## src/rtl/wp_pkg.sv

```systemverilog
package wp_pkg;

    typedef enum logic [2:0] {
        CK_OTHER = 3'd0,
        CK_AA    = 3'd1,
        CK_55    = 3'd2,
        CK_A0    = 3'd3,
        CK_80    = 3'd4,
        CK_20    = 3'd5
    } cmd_kind_t;

    typedef enum logic [3:0] {
        ST_IDLE     = 4'd0,
        ST_ARM1     = 4'd1,
        ST_ARM2     = 4'd2,
        ST_REL3     = 4'd3,
        ST_REL4     = 4'd4,
        ST_REL5     = 4'd5,
        ST_LOAD_ON  = 4'd6,
        ST_LOAD_OFF = 4'd7,
        ST_PLAIN    = 4'd8,
        ST_BLOCK    = 4'd9
    } seq_state_t;

endpackage

```

## src/rtl/wp_cmd_decode.sv

```systemverilog
module wp_cmd_decode
    import wp_pkg::*;
#(
    parameter int ADDR_W = 15,
    parameter int DATA_W = 8,
    parameter logic [ADDR_W-1:0] MAGIC_HI = 15'h5555,
    parameter logic [ADDR_W-1:0] MAGIC_LO = 15'h2AAA,
    parameter logic [DATA_W-1:0] KEY_LEAD = 8'hAA,
    parameter logic [DATA_W-1:0] KEY_PAIR = 8'h55,
    parameter logic [DATA_W-1:0] KEY_ARM  = 8'hA0,
    parameter logic [DATA_W-1:0] KEY_PRE  = 8'h80,
    parameter logic [DATA_W-1:0] KEY_REL  = 8'h20
) (
    input  logic [ADDR_W-1:0] addr_i,
    input  logic [DATA_W-1:0] data_i,
    output cmd_kind_t         kind_o
);

    logic at_hi;
    logic at_lo;

    assign at_hi = (addr_i == MAGIC_HI);
    assign at_lo = (addr_i == MAGIC_LO);

    always_comb begin
        kind_o = CK_OTHER;
        if (at_hi && data_i == KEY_LEAD)      kind_o = CK_AA;
        else if (at_lo && data_i == KEY_PAIR) kind_o = CK_55;
        else if (at_hi && data_i == KEY_ARM)  kind_o = CK_A0;
        else if (at_hi && data_i == KEY_PRE)  kind_o = CK_80;
        else if (at_hi && data_i == KEY_REL)  kind_o = CK_20;
    end

endmodule

```

## src/rtl/wp_seq_fsm.sv

```systemverilog
module wp_seq_fsm
    import wp_pkg::*;
(
    input  logic      clk,
    input  logic      rst_n,
    input  logic      wr_stb_i,
    input  cmd_kind_t kind_i,
    input  logic      win_done_i,
    input  logic      prot_i,
    output logic      commit_o,
    output logic      set_prot_o,
    output logic      clr_prot_o
);

    seq_state_t state_q;
    seq_state_t state_d;
    seq_state_t brk_state;
    logic       step_ok;

    assign brk_state = prot_i ? ST_BLOCK : ST_PLAIN;

    // does this write continue the sequence in progress
    always_comb begin
        step_ok = 1'b0;
        unique case (state_q)
            ST_IDLE:     step_ok = (kind_i == CK_AA);
            ST_ARM1:     step_ok = (kind_i == CK_55);
            ST_ARM2:     step_ok = (kind_i == CK_A0) || (kind_i == CK_80);
            ST_REL3:     step_ok = (kind_i == CK_AA);
            ST_REL4:     step_ok = (kind_i == CK_55);
            ST_REL5:     step_ok = (kind_i == CK_20);
            ST_LOAD_ON, ST_LOAD_OFF, ST_PLAIN, ST_BLOCK: step_ok = 1'b0;
            default:     step_ok = 1'b0;
        endcase
    end

    always_comb begin
        state_d = state_q;
        if (win_done_i) begin
            state_d = ST_IDLE;
        end else if (wr_stb_i) begin
            unique case (state_q)
                ST_IDLE: state_d = step_ok ? ST_ARM1 : brk_state;
                ST_ARM1: state_d = step_ok ? ST_ARM2 : brk_state;
                ST_ARM2: begin
                    if (kind_i == CK_A0)      state_d = ST_LOAD_ON;
                    else if (kind_i == CK_80) state_d = ST_REL3;
                    else                      state_d = brk_state;
                end
                ST_REL3: state_d = step_ok ? ST_REL4 : brk_state;
                ST_REL4: state_d = step_ok ? ST_REL5 : brk_state;
                ST_REL5: state_d = step_ok ? ST_LOAD_OFF : brk_state;
                ST_LOAD_ON, ST_LOAD_OFF, ST_PLAIN, ST_BLOCK: state_d = state_q;
                default: state_d = ST_IDLE;
            endcase
        end
    end

    always_ff @(posedge clk or negedge rst_n) begin
        if (!rst_n) state_q <= ST_IDLE;
        else        state_q <= state_d;
    end

    always_comb begin
        commit_o   = 1'b0;
        set_prot_o = win_done_i && (state_q == ST_LOAD_ON);
        clr_prot_o = win_done_i && (state_q == ST_LOAD_OFF);
        if (wr_stb_i) begin
            unique case (state_q)
                ST_IDLE, ST_ARM1, ST_ARM2, ST_REL3, ST_REL4, ST_REL5:
                    commit_o = !step_ok && !prot_i;
                ST_LOAD_ON, ST_LOAD_OFF, ST_PLAIN:
                    commit_o = 1'b1;
                ST_BLOCK:
                    commit_o = 1'b0;
                default:
                    commit_o = 1'b0;
            endcase
        end
    end

    // a byte is committed only in a strobe cycle
    a_r9_commit_needs_strobe: assert property (@(posedge clk) disable iff (!rst_n)
        commit_o |-> wr_stb_i);

    // a blocked burst never commits
    a_r5_block_silent: assert property (@(posedge clk) disable iff (!rst_n)
        (state_q == ST_BLOCK) |-> !commit_o);

    // while protected, a burst start commits nothing
    a_r8_protected_start: assert property (@(posedge clk) disable iff (!rst_n)
        (state_q == ST_IDLE && prot_i) |-> !commit_o);

    // a closed window always returns the sequencer to idle
    a_r11_window_to_idle: assert property (@(posedge clk) disable iff (!rst_n)
        win_done_i |=> (state_q == ST_IDLE));

endmodule

```

## src/rtl/wp_prot_reg.sv

```systemverilog
module wp_prot_reg (
    input  logic clk,
    input  logic rst_n,
    input  logic set_i,
    input  logic clr_i,
    output logic prot_o
);

    logic prot_q;

    always_ff @(posedge clk or negedge rst_n) begin
        if (!rst_n)     prot_q <= 1'b0;
        else if (set_i) prot_q <= 1'b1;
        else if (clr_i) prot_q <= 1'b0;
    end

    assign prot_o = prot_q;

    // the flag moves only after an end-of-window update request
    a_r9_change_on_window: assert property (@(posedge clk) disable iff (!rst_n)
        !$stable(prot_q) |-> $past(set_i || clr_i));

    // a rise of the flag follows an arming request
    a_r3_rise_from_arm: assert property (@(posedge clk) disable iff (!rst_n)
        $rose(prot_q) |-> $past(set_i));

    // a fall of the flag follows a release request
    a_r7_fall_from_release: assert property (@(posedge clk) disable iff (!rst_n)
        $fell(prot_q) |-> $past(clr_i));

endmodule

```

## src/rtl/wp_seq_guard.sv

```systemverilog
module wp_seq_guard
    import wp_pkg::*;
#(
    parameter int ADDR_W = 15,
    parameter int DATA_W = 8
) (
    input  logic              clk,
    input  logic              rst_n,
    input  logic              wr_stb,
    input  logic [ADDR_W-1:0] wr_addr,
    input  logic [DATA_W-1:0] wr_data,
    input  logic              win_done,
    output logic              prot_on,
    output logic              commit_ok
);

    cmd_kind_t kind;
    logic      set_prot;
    logic      clr_prot;

    wp_cmd_decode #(
        .ADDR_W (ADDR_W),
        .DATA_W (DATA_W)
    ) u_decode (
        .addr_i (wr_addr),
        .data_i (wr_data),
        .kind_o (kind)
    );

    wp_seq_fsm u_fsm (
        .clk        (clk),
        .rst_n      (rst_n),
        .wr_stb_i   (wr_stb),
        .kind_i     (kind),
        .win_done_i (win_done),
        .prot_i     (prot_on),
        .commit_o   (commit_ok),
        .set_prot_o (set_prot),
        .clr_prot_o (clr_prot)
    );

    wp_prot_reg u_prot (
        .clk    (clk),
        .rst_n  (rst_n),
        .set_i  (set_prot),
        .clr_i  (clr_prot),
        .prot_o (prot_on)
    );

endmodule

```

## config.mk

```make
export PLATFORM = sky130hd
export DESIGN_NAME = wp_seq_guard
export DESIGN_NICKNAME = d
export VERILOG_FILES = /design/src/rtl/wp_pkg.sv /design/src/rtl/wp_cmd_decode.sv /design/src/rtl/wp_seq_fsm.sv /design/src/rtl/wp_prot_reg.sv /design/src/rtl/wp_seq_guard.sv
export SDC_FILE = /design/constraint.sdc
export NUM_CORES = 1
export LEC_CHECK = 0
export ABC_AREA = 1
export BUFFER_PORTS_ARGS = -buffer_cell sky130_fd_sc_hd__clkbuf_2
export CAP_MARGIN = 20
export CORE_AREA = 10 10 51 83
export DETAILED_ROUTE_END_ITERATION = 8
export DIE_AREA = 0 0 61 93
export GPL_TIMING_DRIVEN = 0
export PLACE_DENSITY = 0.66
export REMOVE_ABC_BUFFERS = 1
export SLEW_MARGIN = 10
export SYNTH_ARGS = -nofsm -noshare
export SYNTH_HDL_FRONTEND = slang
export SYNTH_SLANG_ARGS = --single-unit
```

## constraint.sdc

```tcl
create_clock -name clk -period 1.3 [get_ports clk]
set_input_delay 0.26 -clock clk [delete_from_list [all_inputs] [get_ports clk]]
set_output_delay 0.26 -clock clk [all_outputs]
set_load 0.01 [all_outputs]
```

---- After elaboration in Yosys (flattened, before gate mapping) ----
Index checks and enable logic that the tools add are counted.
word-level totals
  flip-flop bits (word level) ............. 5
  bits of input ports ..................... 27
  output and inout bits ................... 2
operators by class
  equal/unequal tests ..................... 22
  multiplexer cells ....................... 21
  reductions and logical operators ........ 20
operator list
  cell                  number
  $mux 4                9
  $pmux 4 s7            1
  $eq 8x8->1 const B    3
  $eq 4x3->1 const B    4
  $eq 15x14->1 const B  1
  $eq 15x15->1 const B  1
  $mux 3                5
  $eq 4x2->1 const B    2
  $eq 4x4->1 const B    2
  $eq 8x6->1 const B    1
  $eq 8x7->1 const B    1
  $logic_and 1x1->1     8
  $eq 3x2->1 const B    2
  $eq 3x3->1 const B    2
  $reduce_or 6->1       1
  $eq 4x1->1 const B    1
  $logic_not 4->1       1
  $mux 1                4
  $pmux 1 s4            1
  $reduce_bool 2->1     2
  $reduce_or 2->1       2
  $reduce_or 4->1       1
  $eq 3x1->1 const B    1
  $reduce_or 3->1       1
  5 further kinds       6

---- Depth between registers and ports, before layout ----
Gate-level depths: netlist of run 1.
  depth in word-level cells ............... 14
  gate-level depth with buffers ........... 15
  gate-level depth less buffers ........... 15

---- Hierarchy ----
From an unflattened synthesis of run 1, not the netlist that was laid out.
second synthesis, totals
  cells, all modules ...................... 167
  area, all modules ....................... 855.8 um^2
modules (own cells, without submodules)
  module         times used  cells each  area an instance (um^2)
  wp_seq_fsm     1           85          489.2
  wp_cmd_decode  1           77          326.6
  wp_prot_reg    1           5           40.0

---- Least setup slack after synthesis of run 1 ----
No wires, ideal clock.
  path type ............................... register to output
  start point ............................. register u_fsm.state_q[3]
  end point ............................... output port commit_ok
  arrival time ............................ 1.328 ns
  required time ........................... 1.040 ns
  slack ................................... -0.288 ns
  cell stages (with the launch flop) ...... 10
  path through ............................ dfrtp_1 -> nor2_1 -> nand3_1 -> nand2_1 -> inv_1 -> nand3_1 -> nand2_1 -> nand3_2 -> nand4_1 -> a21boi_0
between the ends
  cells in the longest elaborated chain, start to end .. 7
  elaborated cells between the ends (all ways) .. 18
  those cells by class .................... eq/ne (8); mux (3); reduce/logical (7)
RTL lines
  what                                RTL line                            source
  start, declared                     wp_seq_fsm.sv:15                    seq_state_t state_q;
  start signal, assigned              wp_seq_fsm.sv:61                    else state_q <= state_d;
  $eq 4x1->1 (tied with other cells)  wp_seq_fsm.sv:25, wp_seq_fsm.sv:69
  $reduce_or 2->1 (no line)           -
  $pmux 1 s4                          wp_seq_fsm.sv:25                    unique case (state_q)
  $logic_not 1->1                     wp_seq_fsm.sv:71                    commit_o = !step_ok && !prot_i;
  $logic_and 1x1->1                   wp_seq_fsm.sv:71
  $pmux 1 s2 *                        wp_seq_fsm.sv:69                    unique case (state_q)
  $mux 1 *                            wp_seq_fsm.sv:68                    if (wr_stb_i) begin
  end, declared                       wp_seq_guard.sv:14                  output logic commit_ok
Mark *: on every way between the ends. The rest lies on a longest branch, timed or not.

---- Final worst setup path of run 1 ----
Ends and elaborated chain as after synthesis.

==> results.sh, run 1 <==
export IMPL_die_width_um=61
export IMPL_hold_slack_ps=302
export IMPL_finalPower_mw=0.908
export IMPL_worst_slack_ps=-537
export IMPL_pre_cts_ws_ps=-570
export IMPL_max_freq_mhz=544
export IMPL_cp_arrival_ps=1580
export IMPL_clkTransAtPathRegs_ps=30
export IMPL_utilization_pct=47.9
export IMPL_hpwl_um=2260
export IMPL_clock_root_buffer="clkbuf_8"
export IMPL_tightest_slew_ps=315
export IMPL_rsz0062_at_grt="true"
export IMPL_wl_per_cell_um=11.9
export IMPL_finalHoldViolCount=0
export IMPL_areaGrowthSynthToFinish_pct=50.9
export IMPL_clk_latency_ps=220
export IMPL_power_frac_comb_pct=48.5
export IMPL_cts_tree="built"
export IMPL_p_int_mw=0.586
export IMPL_dieArea_sq_mm=0.00567
export IMPL_row_count=26
export IMPL_crit_chain="nor2_2, nand3_1, nand2_1, inv_1, nand3_1, nand2_1, nand3_2, nand4_1, a21boi_1, buf_2"
export IMPL_final_area_sq_mm=0.00137
export IMPL_drc=0
export IMPL_met1_usage_pct=9.48
export IMPL_grt_max_degree=8
export IMPL_power_density_mw_per_mm2=662
export IMPL_post_route_period_util_pct=141
export IMPL_switching_power_mw=0.322
export IMPL_diodes=0
export IMPL_hold_class="in -> reg"
export IMPL_first_pass_iters=4
export IMPL_critPathSlowestCell="dfrtp_1"
export IMPL_cts_sinks=5
export IMPL_drv_slew=0
export IMPL_synth_seq_cells=5
export IMPL_cts_max_path_buffers=2
export IMPL_wl_um=2960
export IMPL_slowest_delay_ps=400
export IMPL_setup_viol_count_final=5
export IMPL_yosysWarnings=0
export IMPL_ys_types=22
export IMPL_numPortBuffers=28
export IMPL_vdd_drop_max_v=0.000634
export IMPL_end_kind="primary output"
export IMPL_dpl_instance_area_sq_mm=0.00108
export IMPL_overflow=0
export IMPL_vias=1212
export IMPL_track_usage_pct=11.1
export IMPL_fillCellCount=299
export IMPL_core_sq_mm=0.00286
export IMPL_final_seq_area_sq_um=126
export IMPL_fp_dieH_um=93
export IMPL_power_leakage_nw=0.709
export IMPL_multi_input_comb_area_sq_um=752
export IMPL_ant_nets=0
export IMPL_numCtsBuffers=3
export IMPL_met2_usage_pct=22.4
export IMPL_path_class="reg -> out"
export IMPL_final_min_clock_period_ps=1840
export IMPL_finalSetupTns_ps=-2060
export IMPL_ys_seq_area_share_pct=13.8
export IMPL_grt_pass1_wl_um=5130
export IMPL_grt_antenna_before_repair=0
export IMPL_status="finished with violations"
export IMPL_crit_fanout=3
export IMPL_routed_via_density=4.89
export IMPL_start_kind="register"
export IMPL_pin_count=29
export IMPL_power_frac_clock_pct=31.0
export IMPL_final_cells=248
export IMPL_relSlewSlack_pct=78.9
export IMPL_finClkSkew_ps=1.22
export IMPL_place_congestion=0.891
export IMPL_violations="negative setup slack"
export IMPL_avgSynthCellArea_sq_um=5.41
export IMPL_start_util_pct=31.8
export IMPL_fin_nets=248
export IMPL_use_met3_pct=1.90
export IMPL_netlist_area_sq_um=910
export IMPL_netSwitchingFraction_pct=35.5
export IMPL_syn_inst=168
export IMPL_cap_violations=0
export IMPL_gr_max_usage_layer="met2"
export IMPL_worstPathRequired_ps=1040
export IMPL_drtIter0Drc=34
export IMPL_p_seq_share_pct=20.5
export IMPL_placedCellCount=224
export IMPL_drive_above_1_share_pct=42.3
export IMPL_grt_pass1_vias=1257
export IMPL_cts_max_level=1
-- flip-flops by register name, indices dropped and copies added (netlist names) --
register,flops
u_fsm.state_q,4
u_prot.prot_o,1
-- synth_stat cells --
library cell	instances	area [sq um]
nand2_4	1	11.3
nor2_1	32	120
nand3_2	2	20.0
nor2_2	8	50.1
nand3_1	19	95.1
o21ai_0	1	5.00
o21ai_2	1	8.76
nand4_1	3	18.8
inv_1	23	86.3
a21oi_1	4	20.0
nor3_1	1	5.00
nor2_4	5	56.3
nand2_1	47	176
a21boi_0	1	7.51
o21ai_1	3	15.0
o211ai_1	1	7.51
inv_2	2	7.51
nor3_2	1	10.0
dfrtp_1	5	125
nand2_2	6	37.5
o32ai_1	1	8.76
nand3_4	1	17.5
-- logic make-up (layout without fill, tap and decap cells) --
| family | Yosys count | after routing | share of synthesized area, % |
|---|---|---|---|
| DFF | 5 | 5 | 13.8 |
| and+or+nand+nor | 126 | 126 | 68.0 |
| buffers and inverters | 25 | 77 | 10.3 |
| AOI/OAI and AO/OA | 12 | 12 | 7.98 |
-- power groups by stage --
stage / sequential (mW) / clock, mW / combinational [mW]
after floorplan: 0.183 / 0 / 0.177
after global placement: 0.189 / 0 / 0.271
after detailed placement: 0.188 / 0 / 0.269
after CTS: 0.182 / 0.290 / 0.401
after global routing: 0.188 / 0.304 / 0.480
final: 0.186 / 0.282 / 0.440
-- routing by layer --
metal / wire [um] / share of wire [%]
met1: 961 / 32
met2: 1670 / 56
met3: 218 / 7.4
met4: 110 / 3.7
met5: 0 / 0
-- worst max-delay path, delay by kind of cell (launching register included) --
family                 cells  cell delay (ps)
DFF                        1              400
buffers and inverters      2              190
AOI/OAI and AO/OA          1              150
and+or+nand+nor            7              620
-- path summary, 6_finish.rpt --
| path | from | to | cells after the start | slack [ps] |
|---|---|---|---|---|
| max | u_fsm.state_q[3]$_DFFE_PN0P_ | commit_ok | 10 | -540 |
| min | win_done | u_prot.prot_o$_DFFE_PN0P_ | 3 | 300 |
| max reg2reg | u_fsm.state_q[3]$_DFFE_PN0P_ | u_fsm.state_q[0]$_DFFE_PN0P_ | 15 | -440 |
| min reg2reg | u_fsm.state_q[3]$_DFFE_PN0P_ | u_fsm.state_q[3]$_DFFE_PN0P_ | 2 | 590 |
| max in group asynchronous | rst_n | u_fsm.state_q[0]$_DFFE_PN0P_ | 2 | 770 |
| min in group asynchronous | rst_n | u_prot.prot_o$_DFFE_PN0P_ | 2 | 390 |
-- layout make-up --
class / count / share of cell area, %
tap: 28 / 2.55
sequential: 5 / 9.21
multi-input combinational: 138 / 54.8
inverter: 25 / 7.20
clock buffer: 4 / 3.28
timing repair buffer: 48 / 23.0
-- cell usage in the layout (no fill, tap or decap) --
master and instances:
nand2_1 44, nor2_1 27, nand2_4 1, dfrtp_2 1, clkbuf_8 3, o211ai_1 1, nand3_1 18, nand3_2 3
nand3_4 1, inv_2 3, nand4_1 3, dlygate4sd3_1 1, nand2_2 9, nor2_4 8, o32ai_2 1, a21oi_1 3
nor3_1 1, clkbuf_2 27, buf_6 6, a21oi_2 1, inv_4 2, nor2_2 10, a21boi_1 1, buf_4 13
buf_2 1, clkbuf_1 1, dfrtp_1 4, o21ai_1 3, nor3_4 1, inv_1 20, o21ai_2 2
-- repair_timing --
item | CTS | global route
setup buffers | 15 | 5
hold endpoints to repair | 5 | 0
pin swaps | 2 | 9
gates resized for setup | 16 | 16
endpoints found under the setup margin | 5 | 5
hold buffers | 1 | 0
(Power assumes the default switching activity.)
==> run 2: changes to the inputs <==
- CELL_PAD_IN_SITES_DETAIL_PLACEMENT: unset -> 1
- CELL_PAD_IN_SITES_GLOBAL_PLACEMENT: unset -> 2
- CORE_AREA: 10 10 51 83 -> 10 10 60 99
- DIE_AREA: 0 0 61 93 -> 0 0 70 109
- PLACE_DENSITY: 0.66 -> 0.83
==> run 2 against run 1 <==
The run still ends with negative setup slack left. Critical endpoint unchanged. Largest cell class unchanged. Final area is 2.5% lower. Clock power about the same. Total power decreased by 6.3%. Sequential power is 3% higher. Clock skew shrank 0.56 ps. Final cell count up 7.7%. Clock-buffer cell count decreased by 1. Maximum frequency decreased by 0.56%.
==> results.sh, run 2 (synthesis results as in run 1) <==
export IMPL_fillCellCount=595
export IMPL_diodes=0
export IMPL_track_usage_pct=8.02
export IMPL_start_kind="register"
export IMPL_hpwl_um=2740
export IMPL_end_kind="primary output"
export IMPL_finalSetupTns_ps=-2200
export IMPL_vias=1191
export IMPL_met2_length_um=2010
export IMPL_worst_r2r_path_depth=14
export IMPL_place_congestion=0.827
export IMPL_max_freq_mhz=541
export IMPL_fin_nets=244
export IMPL_cts_sinks=5
export IMPL_layout_commonest_cell="nand2_1"
export IMPL_tightest_slew_ps=326
export IMPL_cp_arrival_ps=1590
export IMPL_clkTransAtPathRegs_ps=40
export IMPL_slowest_delay_ps=430
export IMPL_drv_slew=0
export IMPL_dieArea_sq_mm=0.00763
export IMPL_critPathSlowestCell="dfrtp_2"
export IMPL_pin_count=29
export IMPL_rsz0062_at_grt="true"
export IMPL_cts_max_path_buffers=2
export IMPL_numPortBuffers=28
export IMPL_drtIter0Drc=28
export IMPL_wl_per_cell_um=12.6
export IMPL_power_density_mw_per_mm2=636
export IMPL_path_class="reg -> out"
export IMPL_first_pass_iters=4
export IMPL_drive_above_1_share_pct=40.3
export IMPL_core_sq_mm=0.00432
export IMPL_crit_chain="buf_6, nand2_1, a21oi_2, nand3_1, nand2_1, nand3_2, nand4_1, a21boi_1, buf_2"
export IMPL_cap_violations=0
export IMPL_overflow=0
export IMPL_grt_pass1_vias=1230
export IMPL_drt_met1_wl_um=1150
export IMPL_row_count=32
export IMPL_fp_dieH_um=109
export IMPL_wl_um=3360
export IMPL_status="finished with violations"
export IMPL_endpoint="commit_ok"
export IMPL_wl_met3_um=175
export IMPL_crit_fanout=5
export IMPL_clk_latency_ps=220
export IMPL_rrSetupSlack_ps=-490
export IMPL_cts_max_level=1
export IMPL_cp_startpoint="u_fsm.state_q[0]$_DFFE_PN0P_"
export IMPL_crit_cells=9
export IMPL_areaGrowthSynthToFinish_pct=47.2
export IMPL_clock_root_buffer="clkbuf_8"
export IMPL_routed_via_density=4.46
export IMPL_largest_reg_flops=4
export IMPL_crit_top_cell="nand2_1"
export IMPL_maxUsedRoutingLayer="met4"
export IMPL_cts_tree="built"
export IMPL_r2r_start="u_fsm.state_q[0]$_DFFE_PN0P_"
export IMPL_finalHoldViolCount=0
export IMPL_worst_slack_ps=-547
export IMPL_relSlewSlack_pct=78.2
export IMPL_hold_class="in -> reg"
export IMPL_start_util_pct=21.0
export IMPL_vdd_drop_max_v=0.000616
export IMPL_finClkSkew_ps=0.661
export IMPL_power_leakage_nw=0.694
export IMPL_setup_viol_count_final=5
export IMPL_grt_max_degree=10
export IMPL_grt_antenna_before_repair=0
export IMPL_worstPathRequired_ps=1040
export IMPL_post_route_period_util_pct=142
export IMPL_ant_nets=0
export IMPL_reg2reg_to="u_fsm.state_q[0]$_DFFE_PN0P_"
export IMPL_die_width_um=70
export IMPL_final_min_clock_period_ps=1850
export IMPL_path_delay_family="simple AND/OR/NAND/NOR gates"
export IMPL_layout_common_cells="44 x nand2_1, 30 x nor2_1, 27 x clkbuf_2"
export IMPL_drc=0
export IMPL_violations="negative setup slack"
export IMPL_finalPower_mw=0.851
export IMPL_grt_pass1_wl_um=5230
export IMPL_top_register="u_fsm.state_q"
export IMPL_critPathBufInv=2
export IMPL_numCtsBuffers=3
-- run 2: worst register-to-register path, delay by kind of cell, from the launching register on --
| kind | cells | cell delay (ps) |
|---|---|---|
| flip-flops | 1 | 430 |
| buffers and inverters | 4 | 410 |
| AND/OR/NAND/NOR | 9 | 660 |
| AO/OA/AOI/OAI | 1 | 190 |
-- run 2: how the worst min path moves through the flow --
stage          startpoint                           end  slack [ps]  depth (start not counted)
6_report         win_done     u_prot.prot_o$_DFFE_PN0P_         310                          3
5_1_grt          win_done     u_prot.prot_o$_DFFE_PN0P_         330                          3
4_1_cts          win_done     u_prot.prot_o$_DFFE_PN0P_         310                          3
3_5_place_dp        rst_n     u_prot.prot_o$_DFFE_PN0P_          80                          1
3_3_place_gp        rst_n     u_prot.prot_o$_DFFE_PN0P_          80                          1
2_1_floorplan       rst_n  u_fsm.state_q[0]$_DFFE_PN0P_         -40                          0
-- run 2: cell type report --
type | instances | area (sq um) | area share [%]
multi-input combinational | 138 | 732 | 54.7
timing repair buffer | 44 | 270 | 20.2
sequential | 5 | 128 | 9.53
inverter | 25 | 98.8 | 7.38
tap | 51 | 63.8 | 4.77
clock buffer | 3 | 41.3 | 3.08
clock inverter | 1 | 5.00 | 0.374
-- run 2: power by group --
part	internal, mW	leakage, nW	switching [mW]
Combinational	0.162	0.608	0.218
Sequential	0.170	0.0602	0.0207
Clock	0.206	0.0255	0.0756
Total	0.537	0.694	0.314
-- run 2: stage by stage --
step / instance area, sq um / cells / worst slack (ps) / utilization (%) / hold slack, ps
after floorplan: 910 / 168 / -288 / - / -35.6
after global placement: 1110 / 247 / -577 / 25.8 / 75.2
after detailed placement: 1110 / 247 / -599 / 25.8 / 77.8
after CTS: 1240 / 259 / -573 / 28.8 / 309
after global routing: 1340 / 267 / -670 / 31.0 / 330
final: 1340 / 267 / -547 / 31.0 / 312
-- run 2: timing repair --
item,CTS,global route
hold endpoints to repair,5,0
buffers inserted,7,8
hold buffers,1,0
endpoints found under the setup margin,5,5
pin swaps,5,9
cloned,0,0
resized for setup,12,11
-- run 2: routing by layer --
metal,track usage [%],up-vias
met2,17.2,27
met3,1.73,2
met4,1.70,0
met1,7.20,540
li1,-,622
met5,0,-
==> run 3: changes to the inputs <==
- RECOVER_POWER: unset -> 100
==> run 3 against run 2 <==
The flow still finishes with violations (negative setup slack). Utilization decreased by 0.087 points. Clock power about the same. Critical endpoint unchanged. Largest cell class unchanged. Sequential power about the same. Setup slack got worse by 1.1 ps.
==> results.sh, run 3 (synthesis results as in run 1) <==
export IMPL_top_register="u_fsm.state_q"
export IMPL_clk_latency_ps=220
export IMPL_final_min_clock_period_ps=1850
export IMPL_start_kind="register"
export IMPL_whs_path_depth=3
export IMPL_status="finished with violations"
export IMPL_critPathSlowestCell="dfrtp_2"
export IMPL_diodes=0
export IMPL_row_count=32
export IMPL_violations="negative setup slack"
export IMPL_post_route_period_util_pct=142
export IMPL_cap_violations=0
export IMPL_drive_above_1_share_pct=39.4
export IMPL_pre_cts_ws_ps=-599
export IMPL_clkTransAtPathRegs_ps=40
export IMPL_cp_arrival_ps=1590
export IMPL_ant_nets=0
export IMPL_grt_antenna_before_repair=0
export IMPL_max_freq_mhz=541
export IMPL_drv_slew=0
export IMPL_first_pass_iters=4
export IMPL_worst_slack_ps=-548
export IMPL_layout_commonest_cell="nand2_1"
export IMPL_overflow=0
export IMPL_numCtsBuffers=3
export IMPL_final_area_sq_mm=0.00134
export IMPL_cts_max_level=1
export IMPL_grt_pass1_wl_um=5230
export IMPL_crit_chain="buf_6, nand2_1, a21oi_2, nand3_1, nand2_1, nand3_2, nand4_1, a21boi_1, buf_2"
export IMPL_finalHoldViolCount=0
export IMPL_numPortBuffers=28
export IMPL_grt_pass1_vias=1230
export IMPL_slowest_delay_ps=430
export IMPL_wl_um=3360
export IMPL_grt_max_degree=10
export IMPL_dieArea_sq_mm=0.00763
export IMPL_worstPathRequired_ps=1040
export IMPL_layout_common_cells="44 x nand2_1, 30 x nor2_1, 25 x clkbuf_2"
export IMPL_die_width_um=70
export IMPL_power_density_mw_per_mm2=637
export IMPL_cts_max_path_buffers=2
export IMPL_start_util_pct=21.0
export IMPL_vias=1193
export IMPL_vdd_drop_max_v=0.000616
export IMPL_fin_nets=244
export IMPL_place_congestion=0.827
export IMPL_areaGrowthSynthToFinish_pct=46.8
export IMPL_largest_reg_flops=4
export IMPL_worst_r2r_path_depth=14
export IMPL_relSlewSlack_pct=78.2
export IMPL_path_class="reg -> out"
export IMPL_finClkSkew_ps=0.661
export IMPL_setup_viol_count_final=5
export IMPL_cts_tree="built"
export IMPL_routed_via_density=4.47
export IMPL_hold_class="in -> reg"
export IMPL_tightest_slew_ps=326
export IMPL_track_usage_pct=8.02
export IMPL_core_sq_mm=0.00432
export IMPL_crit_fanout=5
export IMPL_cts_sinks=5
export IMPL_dpl_instance_area_sq_mm=0.00111
export IMPL_fp_dieH_um=109
export IMPL_power_leakage_nw=0.687
export IMPL_drtIter0Drc=27
export IMPL_pin_count=29
export IMPL_clock_root_buffer="clkbuf_8"
export IMPL_end_kind="primary output"
export IMPL_hold_slack_ps=312
export IMPL_drc=0
export IMPL_rsz0062_at_grt="true"
export IMPL_crit_top_cell="nand2_1"
export IMPL_hpwl_um=2740
export IMPL_wl_per_cell_um=12.6
==> run 3: critical path, delay by kind of cell (launching register included) <==
| kind | cells | cell delay (ps) |
|---|---|---|
| AND/OR/NAND/NOR | 5 | 440 |
| flip-flops | 1 | 430 |
| buffers and inverters | 2 | 260 |
| AO/OA/AOI/OAI | 2 | 250 |
==> run 3: worst paths after layout <==
check / startpoint / endpoint / slack, ps
setup / recovery: u_fsm.state_q[0]$_DFFE_PN0P_ / commit_ok / -550
hold / removal: win_done / u_prot.prot_o$_DFFE_PN0P_ / 310
setup reg to reg: u_fsm.state_q[0]$_DFFE_PN0P_ / u_fsm.state_q[0]$_DFFE_PN0P_ / -500
hold reg to reg: u_prot.prot_o$_DFFE_PN0P_ / u_prot.prot_o$_DFFE_PN0P_ / 620
max in group asynchronous: rst_n / u_fsm.state_q[3]$_DFFE_PN0P_ / 680
min in group asynchronous: rst_n / u_fsm.state_q[1]$_DFFE_PN0P_ / 410
==> run 3: area by class of cell <==
| cell class | instances | area, sq um |
|---|---|---|
| clock buffers | 3 | 41.3 |
| clock inverters | 1 | 5.00 |
| fillers | 597 | 2990 |
| inverters | 25 | 97.6 |
| multi-input cells | 138 | 732 |
| flip-flops and latches | 5 | 128 |
| well taps | 51 | 63.8 |
| repair buffers | 44 | 268 |
==> run 3: routing by layer <==
metal	up-vias	part of all wire [%]	GRT usage (%)
met5	-	0	0
met4	0	0.68	1.70
met3	2	5.2	1.73
met2	27	60	17.2
met1	542	34	7.20
li1	622	-	-
==> run 3: repair_timing <==
item	CTS	global route
buffers inserted	7	8
pin swaps	5	9
setup endpoints to repair	5	5
hold buffers	1	0
hold endpoints to repair	5	0
resized for setup	12	11
cloned	0	0
==> run 3: through the flow <==
| step | power [mW] | util [%] | TNS, ps | instances |
|---|---|---|---|---|
| after detailed placement | 0.473 | 25.8 | -2160 | 247 |
| after floorplan | 0.360 | - | -590 | 168 |
| after global placement | 0.470 | 25.8 | -2100 | 247 |
| after global routing | 0.921 | 30.9 | -2910 | 267 |
| after CTS | 0.824 | 28.8 | -1730 | 259 |
| final | 0.851 | 30.9 | -2210 | 267 |
==> run 3: power breakdown <==
part | internal, mW | switching, mW
combinational | 0.161 | 0.218
sequential | 0.170 | 0.0207
clock | 0.206 | 0.0755
total | 0.537 | 0.314
